==> config.mk <==
export PLATFORM = sky130hd
export DESIGN_NAME = calpre_top
export DESIGN_NICKNAME = d
export VERILOG_FILES = /design/src/rtl/calpre_pkg.sv /design/src/rtl/calpre_sched.sv /design/src/rtl/calpre_secdiv.sv /design/src/rtl/calpre_ftdiv.sv /design/src/rtl/calpre_top.sv
export SDC_FILE = /design/constraint.sdc
export NUM_CORES = 1
export LEC_CHECK = 0
export BUFFER_PORTS_ARGS = -buffer_cell sky130_fd_sc_hd__buf_2
export CORE_MARGIN = 8
export CORE_UTILIZATION = 62
export DETAILED_ROUTE_END_ITERATION = 16
export PLACE_DENSITY_LB_ADDON = 0.3
export SKIP_LAST_GASP = 1
export SLEW_MARGIN = 40
export SYNTH_ARGS = -nofsm -noshare
export SYNTH_HDL_FRONTEND = slang
export SYNTH_HIERARCHICAL = 1
export SYNTH_SLANG_ARGS = --single-unit
==> constraint.sdc <==
create_clock -name clk -period 9.4 [get_ports clk]
set_clock_uncertainty 0.2 [all_clocks]
set_input_delay 1.88 -clock clk [delete_from_list [all_inputs] [get_ports clk]]
set_output_delay 1.88 -clock clk [all_outputs]
set_load 0.01 [all_outputs]
==> src/rtl/calpre_pkg.sv <==
package calpre_pkg;

    localparam int MAG_W = 5;
    localparam int CYC_W = 6;   // 64-minute correction cycle

    typedef enum logic [1:0] {
        ADJ_NONE = 2'd0,
        ADJ_FAST = 2'd1,
        ADJ_SLOW = 2'd2
    } adj_e;

    typedef struct packed {
        logic             fast;
        logic [MAG_W-1:0] mag;
    } cal_t;

    // Final count value of a second, given the adjustment kind.
    function automatic int unsigned sec_last(adj_e a, int lo_w, int hi_w);
        int unsigned base;
        base = 32'd1 << (lo_w + hi_w);
        case (a)
            ADJ_FAST: return base - (32'd1 << lo_w) - 1;
            ADJ_SLOW: return base + (32'd1 << (lo_w - 1)) - 1;
            default:  return base - 1;
        endcase
    endfunction

    // True when the cycle minute lies inside the first 2N minutes.
    function automatic logic in_window(logic [CYC_W-1:0] minute,
                                       logic [MAG_W-1:0] mag);
        return minute < {mag, 1'b0};
    endfunction

endpackage

==> src/rtl/calpre_sched.sv <==
module calpre_sched
    import calpre_pkg::*;
#(
    parameter int SEC_PER_MIN = 60
) (
    input  logic clk,
    input  logic rst,
    input  logic adv,
    input  cal_t cal_in,
    output adj_e adj,
    output logic min_end
);
    localparam int SW = (SEC_PER_MIN > 2) ? $clog2(SEC_PER_MIN) : 1;
    localparam logic [SW-1:0] SEC_LAST = SW'(SEC_PER_MIN - 1);

    logic [SW-1:0]    sec_idx;
    logic [CYC_W-1:0] cyc_min;
    cal_t             cal_q;

    assign min_end = adv && (sec_idx == SEC_LAST);

    always_comb begin
        adj = ADJ_NONE;
        if (sec_idx == '0 && in_window(cyc_min, cal_q.mag))
            adj = cal_q.fast ? ADJ_FAST : ADJ_SLOW;
    end

    always_ff @(posedge clk) begin
        if (rst) begin
            sec_idx <= '0;
            cyc_min <= '0;
            cal_q   <= cal_in;
        end else if (adv) begin
            if (min_end) begin
                sec_idx <= '0;
                cyc_min <= cyc_min + 1'b1;
                cal_q   <= cal_in;
            end else begin
                sec_idx <= sec_idx + 1'b1;
            end
        end
    end

    // calibration is only picked up at a minute boundary
    p_cal_hold_r6: assert property (@(posedge clk) disable iff (rst)
        !min_end |=> $stable(cal_q));

    // cycle minute moves only at a minute boundary, by one
    p_cycle_hold_r4: assert property (@(posedge clk) disable iff (rst)
        !min_end |=> $stable(cyc_min));
    p_cycle_step_r4: assert property (@(posedge clk) disable iff (rst)
        min_end |=> cyc_min == CYC_W'($past(cyc_min) + 1'b1));

endmodule

==> src/rtl/calpre_secdiv.sv <==
module calpre_secdiv
    import calpre_pkg::*;
#(
    parameter int LO_W = 8,
    parameter int HI_W = 7
) (
    input  logic clk,
    input  logic rst,
    input  logic step,
    input  adj_e adj,
    output logic sec_end
);
    localparam int CW = LO_W + HI_W + 1;
    localparam logic [CW-1:0] MAX_LAST = CW'(sec_last(ADJ_SLOW, LO_W, HI_W));

    logic [CW-1:0] cnt;
    logic [CW-1:0] last;

    assign last    = CW'(sec_last(adj, LO_W, HI_W));
    assign sec_end = step && (cnt == last);

    always_ff @(posedge clk) begin
        if (rst)
            cnt <= '0;
        else if (step)
            cnt <= sec_end ? '0 : cnt + 1'b1;
    end

    // no second runs past the longest (lengthened) value
    p_cnt_bound_r3: assert property (@(posedge clk) disable iff (rst)
        cnt <= MAX_LAST);

endmodule

==> src/rtl/calpre_ftdiv.sv <==
module calpre_ftdiv #(
    parameter int FT_BIT = 5
) (
    input  logic clk,
    input  logic rst,
    input  logic step,
    output logic ft
);
    logic [FT_BIT:0] cnt;

    always_ff @(posedge clk) begin
        if (rst)
            cnt <= '0;
        else if (step)
            cnt <= cnt + 1'b1;
    end

    assign ft = cnt[FT_BIT];

endmodule

==> src/rtl/calpre_top.sv <==
module calpre_top
    import calpre_pkg::*;
#(
    parameter int LO_W        = 8,
    parameter int HI_W        = 7,
    parameter int SEC_PER_MIN = 60
) (
    input  logic             clk,
    input  logic             rst,
    input  logic             osc_en,
    input  logic             halt,
    input  logic             cal_fast,
    input  logic [MAG_W-1:0] cal_mag,
    output logic             sec_tick,
    output logic             min_tick,
    output logic             ft_wave
);
    localparam int FT_BIT = LO_W - 3;

    logic step;
    logic sec_end;
    logic min_end;
    adj_e adj;
    cal_t cal_in;

    assign step   = osc_en && !halt;
    assign cal_in = '{fast: cal_fast, mag: cal_mag};

    calpre_sched #(.SEC_PER_MIN(SEC_PER_MIN)) u_sched (
        .clk     (clk),
        .rst     (rst),
        .adv     (sec_end),
        .cal_in  (cal_in),
        .adj     (adj),
        .min_end (min_end)
    );

    calpre_secdiv #(.LO_W(LO_W), .HI_W(HI_W)) u_secdiv (
        .clk     (clk),
        .rst     (rst),
        .step    (step),
        .adj     (adj),
        .sec_end (sec_end)
    );

    calpre_ftdiv #(.FT_BIT(FT_BIT)) u_ftdiv (
        .clk  (clk),
        .rst  (rst),
        .step (step),
        .ft   (ft_wave)
    );

    always_ff @(posedge clk) begin
        if (rst) begin
            sec_tick <= 1'b0;
            min_tick <= 1'b0;
        end else begin
            sec_tick <= sec_end;
            min_tick <= min_end;
        end
    end

    // minute pulse coincides with a second pulse
    p_min_in_sec_r5: assert property (@(posedge clk) disable iff (rst)
        min_tick |-> sec_tick);

    // halted cycles produce no pulses and freeze the test wave
    p_halt_quiet_r7: assert property (@(posedge clk) disable iff (rst)
        halt |=> !sec_tick && !min_tick);
    p_ft_hold_r7: assert property (@(posedge clk) disable iff (rst)
        halt |=> $stable(ft_wave));

endmodule

==> summary.md, run 1 <==
| Metric | Value |
|---|---|
| Hpwl dp | `roughly 2.6 mm` |
| CTS tree | `yes` |
| I/O pin total | `13` |
| Crit-path slowest cell | `or4_4` |
| CP Max Fanout | `13` |
| Filler instances | `between 200 and 300` |
| Commonest cells after routing, fill and taps aside | `36 x dfxtp_1, 25 x nor2_1, 12 x buf_2, 12 x a21oi_1, 12 x inv_1` |
| Post-Route Setup TNS | `0 ns` |
| Vias | `1,511` |
| Reg2reg setup slack | `approximately 5.7 ns` |
| Final core utilization | `0.677` |
| Setup CP Type | `in -> reg` |
| Final Non-Filler Cells | `around 280` |
| #FFs+latches synth | `42` |
| Clk root buf | `clkbuf_4` |
| Worst path required time | `between 9 and 10 ns` |
| Htree depth | `2` |
| Die W | `~73 um` |
| Residual DRC count | `0` |
| Die Height | `around 73 um` |
| Sequential cell area fraction in the yosys report | `0.440` |
| Hold Violations, Final | `0` |
| Leak pwr | `~0.88 nW` |
| Number of synthesized flops with an enable pin | `6` |
| Synth cell types | `48` |
| Port buffer count | `12` |
| DR WL/cell | `12.9 um` |
| First-pass GRT wire length | `a little over 6 mm` |
| Top FF cell, synth | `dfxtp_1` |
| Layout cells sized above 1 | `0.135` |
| Vias per cell | `5.49` |
| Final period utilization | `0.443` |
| Num Clock Sinks | `42` |
| Worst-path clk slew | `roughly 0.12 ns` |
| Placed insts | `about 270` |
| Fin crit period | `between 4 and 5 ns` |
| Min-delay worst type | `reg -> reg` |
| Final wirelength | `between 3 and 4 mm` |
| Gr ovfl total | `0` |
| Max-Cap Viols | `0` |
| Placer Congestion | `approximately 0.80` |
| Synthesized instance count | `212` |
| Worst setup path startpoint | `halt` |
| DRT Pass-1 Iters | `4` |
| Synth-to-Final Area Change | `7.82%` |
| Crit path DAT | `4.20 ns` |
| Iter 0 DRT Violations | `roughly 110` |
| RSZ-0062 raised after global routing | `no` |
| Clk_lat worst skew | `~0.34 ns` |
| Reg2Reg Depth | `13` |
| Initial antenna violation count | `0` |
| Number of diodes | `0` |
| Crit path capture type | `flip-flop` |
| Cts hold-fix bufs | `0` |
| Crit path cell chain | `buf_2, nor2b_4, nand3_1, or4_4, nor3_1, buf_4, nand2_4, nor4_1, mux2_2` |
| Reg-to-reg critical path endpoint | `u_sched/cyc_min[5]` |
| FP Rows | `21` |
| Async SR Flop Fraction | `0` |
| Pwr Total | `293 uW` |
| Vias in the first global route | `1,406` |
| Core footprint | `~0.0033 mm^2` |
| VDD IR-drop max | `~0.00010 V` |
| Slew Viols, Final | `0` |
| Die area | `between 0.005 and 0.006 mm^2` |
| Syn. warnings | `6` |
| Largest net degree at the start of global routing | `24` |
| Routed Antenna Nets | `0` |
| Commonest non-fill, non-tap cell in the layout | `dfxtp_1` |
| Syn nets | `roughly 230` |
| Crit start category | `input port` |
| # nets final | `248` |
| Max stage delay on crit path | `0.55 ns` |
| Headroom to the max-slew limit | `0.629` |
| CP endpoint | `u_sched/cyc_min[5]` |
| Gr usage total | `0.139` |
| Outcome | `finished, final reports clean` |
| Synthesized area | `approximately 0.0020 mm^2` |
| Total CTS buffers | `5` |
| Slew @ Worst Pin | `about 0.56 ns` |
| Fmax | `roughly 240 MHz` |
| Starting Density | `0.628` |
| Placed inst area | `around 0.0021 mm^2` |
| Avg Inst Size Synth | `9.66 um^2` |
| Final instance area | `between 0.002 and 0.0025 mm^2` |
| Setup violators final | `0` |
| PwrDens | `roughly 130 mW/mm^2` |
| Critical R2R Launch | `u_sched/cal_q[4]` |
| Longest Clk Path Bufs | `2` |
| Setup bufs post-CTS | `0` |
| Cts repair resizes | `0` |
[worst max-delay path: cells and delay by family]
kind | cells | cell delay, ns
multiplexers | 1 | 0.37
buffers and inverters | 2 | 0.32
AND/OR/NAND/NOR | 6 | 1.63
[synth_stat cells (2+ instances only)]
cell,n,area share
dfxtp_1,36,0.35
nor2_1,25,0.046
a21oi_1,12,0.029
inv_1,12,0.022
nand2_1,11,0.020
ha_1,10,0.061
xnor2_1,10,0.043
nand3_1,8,0.020
xor2_1,8,0.034
o21ai_0,7,0.017
or3_1,7,0.021
edfxtp_1,6,0.088
nand4_1,4,0.012
nor4_1,4,0.012
o31ai_1,4,0.015
nand3b_1,3,0.011
nor2b_1,3,0.0092
nor4b_1,3,0.013
or4_1,3,0.011
a211oi_1,2,0.0073
buf_2,2,0.0049
mux2i_1,2,0.0098
nand2b_1,2,0.0061
nand4_2,2,0.012
nand4b_1,2,0.0086
nor3_1,2,0.0049
[area by class of cell]
type	instances	area, um^2	area share
timing repair buffer	13	67.6	0.0306
tap	46	57.6	0.0261
multi-input combinational	154	1080	0.488
clock inverter	1	5.00	0.00227
sequential	42	901	0.408
inverter	12	45.0	0.0204
clock buffer	7	55.1	0.0249
[per-stage QoR]
stage                     hold slack [ns]  worst slack, ns
after detailed placement            0.280             4.91
final                               0.295             5.24
after global routing                0.326             5.07
after global placement              0.268             4.97
after CTS                           0.299             5.28
after floorplan                     0.258             4.63
[flip-flops by register name, summed over array words and instances, names as in the netlist]
register,cells
min_tick,1
u_sched/cal_q,6
u_secdiv/cnt,16
sec_tick,1
u_ftdiv/cnt,6
u_sched/cyc_min,6
u_sched/sec_idx,6
[worst min-delay path by stage]
stage                                start          endpoint  slack (ns)  depth (start not counted)
final                       u_ftdiv/cnt[5]    u_ftdiv/cnt[5]        0.30                          2
after CTS                   u_ftdiv/cnt[5]    u_ftdiv/cnt[5]        0.30                          2
after detailed placement    u_ftdiv/cnt[5]    u_ftdiv/cnt[5]        0.28                          2
after global routing       u_secdiv/cnt[6]   u_secdiv/cnt[6]        0.33                          2
after floorplan           u_secdiv/cnt[15]  u_secdiv/cnt[15]        0.26                          2
after global placement      u_ftdiv/cnt[5]    u_ftdiv/cnt[5]        0.27                          2
[where the power goes]
group          leakage, nW  total [mW]  switching (mW)  internal (mW)
combinational        0.494      0.0156         0.00907        0.00648
sequential           0.349       0.187         0.00167          0.185
clock               0.0353      0.0909          0.0545         0.0363
[per-layer routing]
layer | part of all wire | up-vias | global-route usage
met2 | 0.47 | 40 | 0.216
met3 | 0.042 | 6 | 0.0464
met1 | 0.48 | 675 | 0.170
met5 | 0 | - | 0
met4 | 0.012 | 0 | 0.0621
li1 | - | 790 | -
[logic make-up (layout without fill, tap and decap cells)]
group                    after synthesis  after routing  share of synthesized area
XOR/XNOR                              18             18                     0.0770
buffers and inverters                 16             33                     0.0342
AND/OR/NAND/NOR                       88             88                      0.257
flip-flops                            42             42                      0.440
AO/OA/AOI/OAI                         35             35                      0.115
multiplexers                           3              3                     0.0153
adder cells (fa/ha/maj)               10             10                     0.0611
Note: power is estimated with default switching activity, not from simulation.
==> inputs of run 2 (changes only) <==
- ABC_AREA: not set -> 1
- CORE_UTILIZATION: 62 -> 54
- clock period: 9.4 -> 3.55 ns (I/O delays scaled with it)
==> summary.md, run 2 <==
| Metric | Value |
|---|---|
| Number of diodes | `0` |
| Final period utilization | `0.922` |
| Outcome | `finished, final reports clean` |
| Crit path capture type | `flip-flop` |
| Setup violators final | `0` |
| Reg2Reg Depth | `18` |
| Reg-to-reg critical path endpoint | `u_sched/cal_q[5]` |
| Placed inst area | `about 0.0024 mm^2` |
| Commonest cells after routing, fill and taps aside | `71 x nand2_1, 51 x nor2_1, 39 x inv_1` |
| Total CTS buffers | `5` |
| Layout cells sized above 1 | `0.166` |
| Headroom to the max-slew limit | `0.749` |
| Placed insts | `380` |
| Multi-input logic area | `around 0.0012 mm^2` |
| #FFs+latches synth | `42` |
| Worst-path clk slew | `~0.080 ns` |
| Met2 Use GR | `0.258` |
| Synthesized instance count | `~320` |
| DRT Pass-1 Iters | `4` |
| Port buffer count | `12` |
| Largest net degree at the start of global routing | `16` |
| Starting Density | `0.568` |
| Clk root buf | `clkbuf_8` |
| Max-Cap Viols | `0` |
| Placer Congestion | `roughly 0.9` |
| Final core utilization | `0.629` |
| Top FF cell, synth | `dfxtp_1` |
| Sequential cell area fraction in the yosys report | `0.391` |
| Reg2reg setup slack | `about 0.28 ns` |
| Async SR Flop Fraction | `0` |
| Hold Crit Depth | `2` |
| Gr ovfl total | `0` |
| Min-delay worst type | `reg -> reg` |
| Register area | `901 um^2` |
| Final wirelength | `around 4.4 mm` |
| Max reg flops | `16` |
| Initial antenna violation count | `0` |
| Commonest non-fill, non-tap cell in the layout | `nand2_1` |
| Synth cell types | `30` |
| FP Rows | `23` |
| Fmax | `305 MHz` |
| Cell taking the most area after synthesis | `dfxtp_1` |
| Hpwl dp | `roughly 3.4 mm` |
| Iter 0 DRT Violations | `76` |
| Vias in the first global route | `1,920` |
| Min-Delay Startpoint | `u_sched/sec_idx[5]` |
| CP Max Fanout | `11` |
| Hold EP | `u_sched/sec_idx[5]` |
| Synthesized area | `about 0.0023 mm^2` |
| Critical R2R Launch | `u_sched/cyc_min[3]` |
| DR WL/cell | `roughly 11 um` |
| Routed Antenna Nets | `0` |
| Hold Violations, Final | `0` |
| Longest Clk Path Bufs | `2` |
| Area share of the largest cell type after synthesis | `0.313` |
| Leak pwr | `1.10 nW` |
| Setup CP Type | `reg -> reg` |
| Filler instances | `approximately 370` |
| Vias per cell | `about 5.1` |
| Slew @ Worst Pin | `around 0.38 ns` |
| RSZ-0062 raised after global routing | `no` |
| Worst path required time | `between 3 and 4 ns` |
| Vias | `1,968` |
| Synth-to-Final Area Change | `10.7%` |
| Gr usage total | `0.149` |
| Largest reg by FF count | `u_secdiv/cnt` |
| Final Non-Filler Cells | `between 300 and 400` |
| Most frequent cell after synthesis | `nand2_1` |
| Core footprint | `a little over 0.004 mm^2` |
| Residual DRC count | `0` |
| Htree depth | `2` |
| Gr busiest metal | `met2` |
| Num Clock Sinks | `42` |
| Die Height | `81.3 um` |
| Syn nets | `~340` |
| Number of synthesized flops with an enable pin | `6` |
| Synth area leaders | `dfxtp_1 31%, nand2_1 12%, nor2_1 8.3%` |
| Slew Viols, Final | `0` |
| Crit path DAT | `between 3 and 4 ns` |
| Fin crit period | `roughly 3.3 ns` |
| Avg Inst Size Synth | `~7.3 um^2` |
| Clk_lat worst skew | `between 0.2 and 0.3 ns` |
| CTS tree | `yes` |
| Most frequent cells after synthesis | `71 x nand2_1, 51 x nor2_1, 39 x inv_1` |
| Die W | `81.3 um` |
| Final instance area | `~0.0026 mm^2` |
| VDD IR-drop max | `~0.00028 V` |
| # nets final | `roughly 360` |
| Die area | `roughly 0.0066 mm^2` |
| I/O pin total | `13` |
| Crit start category | `flip-flop` |
| Post-Route Setup TNS | `0 ns` |
| PwrDens | `between 300 and 400 mW/mm^2` |
| Syn. warnings | `6` |
| GRT met1 Usage | `0.172` |
| First-pass GRT wire length | `7.97 mm` |
| Met3 Use GR | `0.0364` |
## run 2: critical path: stages (launching register included)
cell	delay [ns]
dfxtp_1	0.45
ha_1	0.28
a21oi_1	0.12
o21ai_0	0.09
nand2_1	0.06
nand2_1	0.06
nor2_1	0.08
inv_1	0.05
ha_1	0.30
inv_1	0.04
nand2_1	0.08
nand2_1	0.06
nor3b_1	0.19
nand2_1	0.08
nor3_1	0.27
nand2_2	0.13
nor2_4	0.16
nand2_4	0.11
nand2_4	0.16
## run 2: area by class of cell
class | count | area share
clock buffers | 5 | 0.0269
clock inverters | 3 | 0.0171
inverters | 46 | 0.0696
multi-input cells | 228 | 0.480
flip-flops and latches | 42 | 0.353
well taps | 50 | 0.0245
repair buffers | 14 | 0.0294
## run 2: routing by layer
| layer | share of wire | vias to the layer above |
|---|---|---|
| met3 | 0.038 | 5 |
| met2 | 0.48 | 24 |
| li1 | - | 1036 |
| met1 | 0.47 | 903 |
| met5 | 0 | - |
| met4 | 0.014 | 0 |
## run 2: cells by family after synthesis
family / after synthesis / share of synthesized area
and+or+nand+nor: 184 / 0.381
buffers and inverters: 47 / 0.0803
DFF: 42 / 0.391
AOI/OAI and AO/OA: 23 / 0.0515
xor gates and xnor gates: 11 / 0.0418
adders and majority gates: 10 / 0.0543
## run 2: worst max-delay path by stage
stage	startpoint	endpoint	slack (ns)	cells past startpoint
2_1_floorplan	u_sched/cyc_min[3]	u_sched/cal_q[0]	0.29	18
3_3_place_gp	u_sched/cyc_min[3]	u_sched/cal_q[4]	0.37	18
3_5_place_dp	u_sched/cyc_min[3]	u_sched/cal_q[5]	0.25	18
4_1_cts	u_sched/cyc_min[3]	u_sched/cal_q[5]	0.19	18
5_1_grt	u_sched/cyc_min[3]	u_sched/cal_q[5]	0.03	18
6_report	u_sched/cyc_min[3]	u_sched/cal_q[5]	0.28	18
## run 2: metrics by stage
stage	setup WS, ns	hold WS (ns)	total power [mW]
6_report	0.275	0.307	0.923
5_1_grt	0.0269	0.336	0.968
4_1_cts	0.191	0.308	0.941
3_5_place_dp	0.255	0.295	0.560
3_3_place_gp	0.368	0.281	0.557
2_1_floorplan	0.292	0.260	0.542
## run 2: power breakdown
group | switching, mW | leakage, nW | total (mW) | internal, mW
sequential | 0.00453 | 0.349 | 0.495 | 0.490
combinational | 0.0339 | 0.691 | 0.0529 | 0.0190
clock | 0.165 | 0.0585 | 0.375 | 0.211
total | 0.203 | 1.10 | 0.923 | 0.720
## run 2: what timing repair did
action | 4_1_cts | 5_1_grt
endpoints found under the setup margin | 0 | 6
endpoints found under the hold margin | 0 | 0
hold buffers | 0 | 0
setup buffers | 0 | 0
gates resized for setup | 0 | 1
